--- src/rtl/sc_ser_pkg.sv ---
package sc_ser_pkg;

  typedef enum logic [1:0] {
    DEPTH_4B  = 2'd0,
    DEPTH_8B  = 2'd1,
    DEPTH_12B = 2'd2,
    DEPTH_RSV = 2'd3
  } depth_e;

  // Index of the final nibble plane for a given counter depth.
  function automatic logic [1:0] final_plane(input depth_e d);
    case (d)
      DEPTH_8B:  return 2'd1;
      DEPTH_12B: return 2'd2;
      default:   return 2'd0;
    endcase
  endfunction

endpackage

--- src/rtl/sc_lane_bank.sv ---
module sc_lane_bank #(
  parameter int NLANES    = 32,
  parameter int LANE_BITS = 32,
  parameter int NIB       = 4,
  parameter int SEL_W     = 5
) (
  input  logic                        clk,
  input  logic                        rst_n,
  input  logic                        load,
  input  logic [NLANES*LANE_BITS-1:0] load_data,
  input  logic                        shift_pair,
  input  logic                        shift_single,
  input  logic [SEL_W-1:0]            sel,
  output logic [NLANES-1:0]           head_hi,
  output logic [NLANES-1:0]           head_lo
);
  localparam int COLS_PER_LANE = LANE_BITS / NIB;

  for (genvar ln = 0; ln < NLANES; ln++) begin : g_lane
    logic [LANE_BITS-1:0] img;
    logic [LANE_BITS-1:0] sr;

    // Column 0 of the lane lands in the top nibble so it leaves first.
    for (genvar cj = 0; cj < COLS_PER_LANE; cj++) begin : g_col
      assign img[LANE_BITS-1-NIB*cj -: NIB] =
        load_data[(ln*COLS_PER_LANE + cj)*NIB +: NIB];
    end

    always_ff @(posedge clk) begin
      if (!rst_n) begin
        sr <= '0;
      end else if (load) begin
        sr <= img;
      end else if (shift_pair) begin
        sr <= {sr[LANE_BITS-3:0], 2'b00};
      end else if (shift_single && (sel == SEL_W'(ln))) begin
        sr <= {sr[LANE_BITS-2:0], 1'b0};
      end
    end

    assign head_hi[ln] = sr[LANE_BITS-1];
    assign head_lo[ln] = sr[LANE_BITS-2];
  end

endmodule

--- src/rtl/sc_ser_ctrl.sv ---
module sc_ser_ctrl
  import sc_ser_pkg::*;
#(
  parameter int FAST_BEATS = 16,
  parameter int SLOW_BEATS = 1024,
  parameter int CNT_W      = 10,
  parameter int LB_W       = 5,
  parameter int SEL_W      = 5
) (
  input  logic             clk,
  input  logic             rst_n,
  input  logic             in_valid,
  output logic             in_ready,
  input  logic             mode_slow,
  input  logic [1:0]       depth_sel,
  output logic             load,
  output logic             shift_pair,
  output logic             shift_single,
  output logic [SEL_W-1:0] sel,
  output logic             busy,
  output logic             slow_act,
  output logic             row_start,
  output logic [1:0]       out_plane
);
  logic [CNT_W-1:0] beat;
  logic [1:0]       plane_q;
  logic [1:0]       next_plane;
  logic [1:0]       last_q;
  logic [1:0]       last_new;
  logic             last_beat;

  assign last_beat = busy && (beat == (slow_act ? CNT_W'(SLOW_BEATS-1)
                                                : CNT_W'(FAST_BEATS-1)));
  assign in_ready  = !busy || last_beat;
  assign load      = in_valid && in_ready;
  assign last_new  = final_plane(depth_e'(depth_sel));

  always_ff @(posedge clk) begin
    if (!rst_n) begin
      busy       <= 1'b0;
      slow_act   <= 1'b0;
      beat       <= '0;
      plane_q    <= '0;
      next_plane <= '0;
      last_q     <= '0;
    end else if (load) begin
      busy     <= 1'b1;
      beat     <= '0;
      slow_act <= mode_slow;
      plane_q  <= next_plane;
      if (next_plane == 2'd0) begin
        last_q     <= last_new;
        next_plane <= (last_new == 2'd0) ? 2'd0 : 2'd1;
      end else begin
        next_plane <= (next_plane == last_q) ? 2'd0 : next_plane + 2'd1;
      end
    end else if (busy) begin
      beat <= beat + 1'b1;
      if (last_beat) busy <= 1'b0;
    end
  end

  assign shift_pair   = busy && !slow_act;
  assign shift_single = busy && slow_act;
  assign sel          = beat[LB_W +: SEL_W];
  assign row_start    = busy && (beat == '0) && (plane_q == 2'd0);
  assign out_plane    = busy ? plane_q : 2'd0;

endmodule

--- src/rtl/sc_out_map.sv ---
module sc_out_map #(
  parameter int NLANES = 32,
  parameter int SEL_W  = 5
) (
  input  logic              valid,
  input  logic              slow,
  input  logic [SEL_W-1:0]  sel,
  input  logic [NLANES-1:0] head_hi,
  input  logic [NLANES-1:0] head_lo,
  output logic [NLANES-1:0] rise,
  output logic [NLANES-1:0] fall
);
  always_comb begin
    rise = '0;
    fall = '0;
    if (valid) begin
      if (slow) begin
        rise[0] = head_hi[sel];
      end else begin
        rise = head_hi;
        fall = head_lo;
      end
    end
  end
endmodule

--- src/rtl/sc_row_serializer.sv ---
module sc_row_serializer #(
  parameter int NCOLS   = 256,
  parameter int NIB     = 4,
  parameter int SC_COLS = 8,
  localparam int NLANES     = NCOLS / SC_COLS,
  localparam int LANE_BITS  = SC_COLS * NIB,
  localparam int ROW_BITS   = NCOLS * NIB,
  localparam int FAST_BEATS = LANE_BITS / 2,
  localparam int CNT_W      = $clog2(ROW_BITS),
  localparam int LB_W       = $clog2(LANE_BITS),
  localparam int SEL_W      = $clog2(NLANES)
) (
  input  logic                clk,
  input  logic                rst_n,
  input  logic                in_valid,
  output logic                in_ready,
  input  logic [ROW_BITS-1:0] in_data,
  input  logic                mode_slow,
  input  logic [1:0]          depth_sel,
  output logic                out_valid,
  output logic                row_start,
  output logic [1:0]          out_plane,
  output logic [NLANES-1:0]   ddr_rise,
  output logic [NLANES-1:0]   ddr_fall
);
  logic              load, shift_pair, shift_single, slow_act;
  logic [SEL_W-1:0]  sel;
  logic [NLANES-1:0] head_hi, head_lo;

  sc_ser_ctrl #(
    .FAST_BEATS(FAST_BEATS), .SLOW_BEATS(ROW_BITS),
    .CNT_W(CNT_W), .LB_W(LB_W), .SEL_W(SEL_W)
  ) u_ctrl (
    .clk(clk), .rst_n(rst_n), .in_valid(in_valid), .in_ready(in_ready),
    .mode_slow(mode_slow), .depth_sel(depth_sel), .load(load),
    .shift_pair(shift_pair), .shift_single(shift_single), .sel(sel),
    .busy(out_valid), .slow_act(slow_act), .row_start(row_start),
    .out_plane(out_plane)
  );

  sc_lane_bank #(
    .NLANES(NLANES), .LANE_BITS(LANE_BITS), .NIB(NIB), .SEL_W(SEL_W)
  ) u_bank (
    .clk(clk), .rst_n(rst_n), .load(load), .load_data(in_data),
    .shift_pair(shift_pair), .shift_single(shift_single), .sel(sel),
    .head_hi(head_hi), .head_lo(head_lo)
  );

  sc_out_map #(.NLANES(NLANES), .SEL_W(SEL_W)) u_map (
    .valid(out_valid), .slow(slow_act), .sel(sel),
    .head_hi(head_hi), .head_lo(head_lo),
    .rise(ddr_rise), .fall(ddr_fall)
  );

endmodule

--- config.mk ---
export PLATFORM = sky130hd
export DESIGN_NAME = sc_row_serializer
export DESIGN_NICKNAME = d
export VERILOG_FILES = /design/src/rtl/sc_ser_pkg.sv /design/src/rtl/sc_lane_bank.sv /design/src/rtl/sc_ser_ctrl.sv /design/src/rtl/sc_out_map.sv /design/src/rtl/sc_row_serializer.sv
export SDC_FILE = /design/constraint.sdc
export NUM_CORES = 2
export LEC_CHECK = 0
export BUFFER_PORTS_ARGS = -buffer_cell sky130_fd_sc_hd__buf_2
export CORE_AREA = 3 3 423 425
export DETAILED_ROUTE_END_ITERATION = 12
export DIE_AREA = 0 0 426 428
export SLEW_MARGIN = 20
export SYNTH_ARGS = -nofsm -noshare
export SYNTH_HDL_FRONTEND = slang
export SYNTH_HIERARCHICAL = 1
export SYNTH_SLANG_ARGS = --single-unit
--- constraint.sdc ---
create_clock -name clk -period 2.5 [get_ports clk]
set_input_delay 0.5 -clock clk [delete_from_list [all_inputs] [get_ports clk]]
set_output_delay 0.5 -clock clk [all_outputs]
set_load 0.01 [all_outputs]
Yosys cells after proc, flatten, opt, wreduce, memory -nomap -nowiden --
Index checks and enable logic that the tools add are counted.
Cells by class: eq/ne operators 35, order comparisons 1, bitwise operators 1, reduce and logical (&&, ||, !) cells 80, multiplexer cells 112, add/sub/neg operators 2
Operators by type and width (number):
- 2-to-1 mux 32 bit | 99
- nonzero test 3 bit | 32
- == test 5 bit, second input constant | 16
- == test 5 x 4 -> 1 bit, second input constant | 8
- logical AND 1 bit | 38
- 2-to-1 mux 31 bit | 1
- == test 5 x 3 -> 1 bit, second input constant | 4
- adder 10 x 1 -> 10 bit, second input constant | 1
- == test 10 bit | 1
- == test 5 x 2 -> 1 bit, second input constant | 2
- logical NOT 10 bit | 1
- 2-to-1 mux 10 bit | 1
- logical NOT 2 bit | 3
- < comparator 5 x 6 -> 1 bit, second input constant | 1
- 2-to-1 mux 1 bit | 6
- 2-to-1 mux 2 bit | 3
- binary-select mux 1 bit (select 5 bit) | 1
- == test 5 x 1 -> 1 bit, second input constant | 1
- logical NOT 5 bit | 1
- case mux 2 bit (2 select lines) | 1
- adder 2 x 1 -> 2 bit, second input constant | 1
- == test 2 x 1 -> 1 bit, second input constant | 1
- == test 2 bit | 1
- == test 2 bit, second input constant | 1
- other kinds (5) | 6
Word-level totals: flip-flop bits (word level) 1042, logic and storage cells 269, output and inout bits 69

Longest topological paths before layout --
word-level depth 6, depth in mapped cells 14, depth with buffers taken out 9

By module --
The synthesis kept the hierarchy.
Modules (own cells, without submodules):
- sc_lane_bank | cells an instance 7156, area each 64082.7 um^2, instances 1
- sc_ser_ctrl | cells an instance 121, area each 1064.8 um^2, instances 1
- sc_out_map | cells an instance 103, area each 785.8 um^2, instances 1

Least setup slack after synthesis --
No wires, ideal clock.
path type reg2reg, from register u_ctrl.beat[0], to register u_bank.g_lane[0].sr[10], slack -0.138 ns, clock period less this slack 2.638 ns, buffers on the path 4, data required time 2.372 ns, library setup time 0.128 ns, arrival time 2.510 ns, cell stages (with the launch flop) 14, cells stage by stage dfxtp_1 -> ha_1 -> and3_1 -> buf_2 -> nand2_2 -> a21oi_4 -> nor2_2 -> inv_1 -> or2_1 -> clkbuf_1 -> clkbuf_1 -> a21oi_1 -> clkbuf_1 -> o21ai_1
On the way: word-level cells in the longest chain between the ends 5
Ends and longest elaborated chain:
- from (decl) | line sc_ser_ctrl.sv:25 | logic [CNT_W-1:0] beat;
- from (signal assigned) | line sc_ser_ctrl.sv:58 | beat <= beat + 1'b1;
- == test 10 bit (*) | line sc_ser_ctrl.sv:32 | assign last_beat = busy && (beat == (slow_act ? CNT_W'(SLOW_BEATS-1)
- logical AND 1 bit (*) | line sc_ser_ctrl.sv:32
- logical OR 1 bit (*) | line sc_ser_ctrl.sv:34 | assign in_ready = !busy || last_beat;
- logical AND 1 bit (*) | line sc_ser_ctrl.sv:35 | assign load = in_valid && in_ready;
- via load | line sc_row_serializer.sv:26 | logic load, shift_pair, shift_single, slow_act;
- nonzero test 3 bit (no source line) / 2-to-1 mux 32 bit (equally long branches)
- to (signal assigned) | line sc_lane_bank.sv:33 | sr <= img;
- to (signal assigned) | line sc_lane_bank.sv:35 | sr <= {sr[LANE_BITS-3:0], 2'b00};
- to (signal assigned) | line sc_lane_bank.sv:37 | sr <= {sr[LANE_BITS-2:0], 1'b0};
- to (decl) | line sc_lane_bank.sv:21 | logic [LANE_BITS-1:0] sr;
The timed path passes the listed nets; every way through them passes the cells marked *. A chain may end at the register's enable or synchronous reset.

Worst setup path in the final report --
from register u_ctrl.beat[5], to output ddr_rise[0]
On the way: word-level cells in the longest chain between the ends 4
Ends and longest elaborated chain:
- binary-select mux 1 bit (select 5 bit) | line sc_out_map.sv:18 | rise[0] = head_hi[sel];
- 2-to-1 mux 1 bit (not written as such) | line sc_out_map.sv:18
- 2-to-1 mux 1 bit | line sc_out_map.sv:17 | if (slow) begin
- 2-to-1 mux 32 bit | line sc_out_map.sv:16 | if (valid) begin
- to (decl) | line sc_row_serializer.sv:23 | output logic [NLANES-1:0] ddr_rise,
Every way passes these cells. The select of a mux whose other input is x is not followed.

==> results.yml <==
run:
  drv_cap: 0
synth:
  postSynthCellCount: 7380
  async_flop_share_pct: 0
  syn_area_sq_um: 65900
  yosys.area.top_type: "dfxtp_1"
  syn_avg_cell_area_sq_um: 8.93
  synth_edf_count: 0
  syn_nets: 8415
  synth_seq_cells: 1042
  synth_cell_types: 59
  ys_warn_count: 6
  synth_area_leaders: "dfxtp_1 (32%), mux2_2 (16%), o2111ai_1 (13%)"
  ys_seq_area_share_pct: 31.6
  yosys.area.top_type_share_pct: 31.6
  synthFlopType: "dfxtp_1"
timing:
  tightest_slew_ns: 1.29
  timing.final.max_slew_violations: 0
  rsz0062_at_grt: "yes"
  whs_ns: 0.0629
  period_minus_slack_ns: 3.22
  period_share_pct: 129
  fmax_ghz: 0.311
  skew_ns: 0.0422
  layout_setup_ws_ns: -0.719
  setup_viol: 76
  hold_violations: 0
  slew_headroom_pct: 13.8
power_and_ir_drop:
  p_leak_nw: 29.9
  p_clk_share_pct: 38.3
  vdd_ir_drop_max_v: 0.000571
  power.switching_w: 0.0147
  p_int_w: 0.0344
  pwr-share-comb_pct: 22.7
  switching_share_pct: 29.9
  power_density_nw_per_um2: 592
  pwr-share-seq_pct: 39.0
drt:
  firstDrtPassIters: 6
  vias_per_cell: 6.11
  wirelength_um: 273000
  wl_per_cell_um: 25.9
  route.detailed.drc: 0
  first_iter_violations: 5705
  antenna_left: 0
  vias: 64394
critical_path:
  crit_chain: "buf_12 -> mux2i_4 -> mux4_2 -> nand3b_1 -> nand4_1 -> o21ai_2 -> buf_2"
  start_kind: "flop"
  crit_path_max_fanout: 7
  endpoint_kind: "output port"
  required_ns: 2.00
  worstSetupPathType: "flop to output port"
  slowest_delay_ns: 0.54
  arrival_ns: 2.72
  slowest_stage: "mux4_2"
placement:
  dp_cells: 10147
  port_buffers: 1098
  globalplace.congestion: 0.921
  dp_hpwl_um: 182000
  place_ws_ns: -0.457
global_routing:
  grt_usage_pct: 26.8
  grt_first_pass_wirelength_um: 387000
  grt_overflow: 0
  antenna_found_initial: 62
  grt_max_degree: 151
  grt_pass1_vias: 61584
floorplanning:
  rows: 154
  start_util_pct: 37.5
  die_y_um: 428
  die_area_sq_um: 182000
  num_io_pins: 1099
  core_area_sq_um: 176000
  die_w_um: 426
clocking:
  cts_max_path_buffers: 3
  insertion_delay_ns: 0.74
  cts_buffers: 121
  clkTransAtPathRegs_ns: 0.06
  cts_sinks: 1042
  cts_tree: "built"
  htree_levels: 3
  root_buffer: "clkbuf_16"
  hold_buffers: 0
run_status:
  violations: "negative setup slack"
  run_status: "finished with violations"
final_layout:
  synthToLayoutAreaGrowth_pct: 25.9
  stdcell_count: 10540
  nets: 9089
  layout-drive-gt1-share_pct: 36.4
worst_hold_path:
  min_path_type: "primary input to flop"
## cell usage after synthesis, drive strengths merged (32+ instances only)
master	n
dfxtp	1042
o21ai	995
mux2	963
nand2b	962
o2111ai	960
o211ai	960
clkbuf	790
buf	280
and2	100
nand2	52
mux2i	49
nor3b	35
a21oi	34
and3	33
a31o	32
## logic make-up (layout without fill, tap and decap cells)
| logic type | Yosys count | count (layout) | synth area share, % |
|---|---|---|---|
| XOR/XNOR | 9 | 9 | 0.120 |
| AO/OA/AOI/OAI | 2990 | 2990 | 32.1 |
| other | 0 | 45 | 0 |
| buffers and inverters | 1080 | 1855 | 7.00 |
| AND/OR/NAND/NOR | 1238 | 1238 | 11.7 |
| adder cells (fa/ha/maj) | 5 | 5 | 0.0949 |
| flip-flops | 1042 | 1042 | 31.6 |
| multiplexers | 1016 | 1016 | 17.4 |
## flip-flops by register name, summed over array words and instances (netlist names)
name,cells
u_ctrl/plane_q,2
u_ctrl/beat,10
u_bank/g_lane.sr,1024
u_ctrl/next_plane,2
u_ctrl/last_q,2
u_ctrl/busy,1
u_ctrl/slow_act,1
## what timing repair did
item	in CTS	in global routing
buffers inserted	13	49
endpoints found under the setup margin	152	377
resized for setup	188	289
cloned	8	64
pin swaps	18	13
## worst max-delay path: cells and delay by family (launching register included)
kind                   cells  cell delay (ns)
AO/OA/AOI/OAI              1             0.21
multiplexers               2             0.76
buffers and inverters      2             0.34
flip-flops                 1             0.35
AND/OR/NAND/NOR            2             0.30
## stage by stage
step | power [W] | cell area (sq um) | TNS (ns) | utilization (%)
after floorplan | 0.0253 | 66000 | -4.83 | -
after global placement | 0.0291 | 75200 | -2.98 | 42.8
after detailed placement | 0.0293 | 75200 | -1.43 | 42.8
after CTS | 0.0484 | 80400 | -8.35 | 45.7
after global routing | 0.0510 | 83000 | -22.11 | 47.2
final | 0.0491 | 83000 | -2.79 | 47.2
## routing by layer
layer | vias to the layer above | part of all wire [%] | global-route usage, %
met5 | - | 0.033 | 0
met4 | 12 | 5.6 | 15.6
met3 | 514 | 5.6 | 3.51
met2 | 2402 | 47 | 42.7
met1 | 31466 | 41 | 34.5
li1 | 30000 | - | -
## power by group through the flow
stage          combinational (W)  sequential, W  clock (W)
3_5_place_dp             0.00984         0.0195          0
4_1_cts                   0.0101         0.0191     0.0191
2_1_floorplan            0.00630         0.0190          0
3_3_place_gp             0.00972         0.0194          0
6_report                  0.0111         0.0192     0.0188
5_1_grt                   0.0119         0.0193     0.0198
## placed cells by master, fill, tap and decap left out, types with 5 or more instances in the layout
cell type,count
dfxtp_1,1036
and2_4,63
nand2_1,49
o211ai_1,960
clkbuf_8,26
buf_12,162
and2_1,36
nand2b_1,957
a21oi_4,6
o2111ai_1,948
mux2_2,963
o21ai_1,282
o2111ai_2,12
clkbuf_16,175
bufinv_16,12
ha_1,5
buf_6,90
inv_1,8
clkinv_2,21
diode_2,45
a21oi_2,27
a31o_2,32
mux2i_1,47
nor3b_1,35
nand4_1,5
xor2_1,6
nor2_2,7
buf_2,1032
and3_1,32
buf_4,231
clkbuf_1,34
buf_8,13
buf_16,41
o21ai_0,711
## worst paths after layout
kind	cells past startpoint	slack [ns]	from	endpoint
worst max-delay path	7	-0.72	u_ctrl/beat[5]	ddr_rise[0]
worst min-delay path	3	0.06	mode_slow	u_ctrl/slow_act
worst max register to register	14	-0.03	u_ctrl/beat[5]	u_bank/g_lane[11].sr[28]
worst min register to register	2	0.48	u_bank/g_lane[25].sr[1]	u_bank/g_lane[25].sr[1]
## final cells by class
type	count	area, sq um
Tap cell	2340	2930
Clock buffer	182	3540
Timing Repair Buffer	1622	13800
Multi-Input combinational cell	5258	41000
Antenna cell	45	113
Inverter	9	41.3
Clock inverter	42	627
Fill cell	16706	92800
Sequential cell	1042	20900
Power figures use the tool's default switching activity.
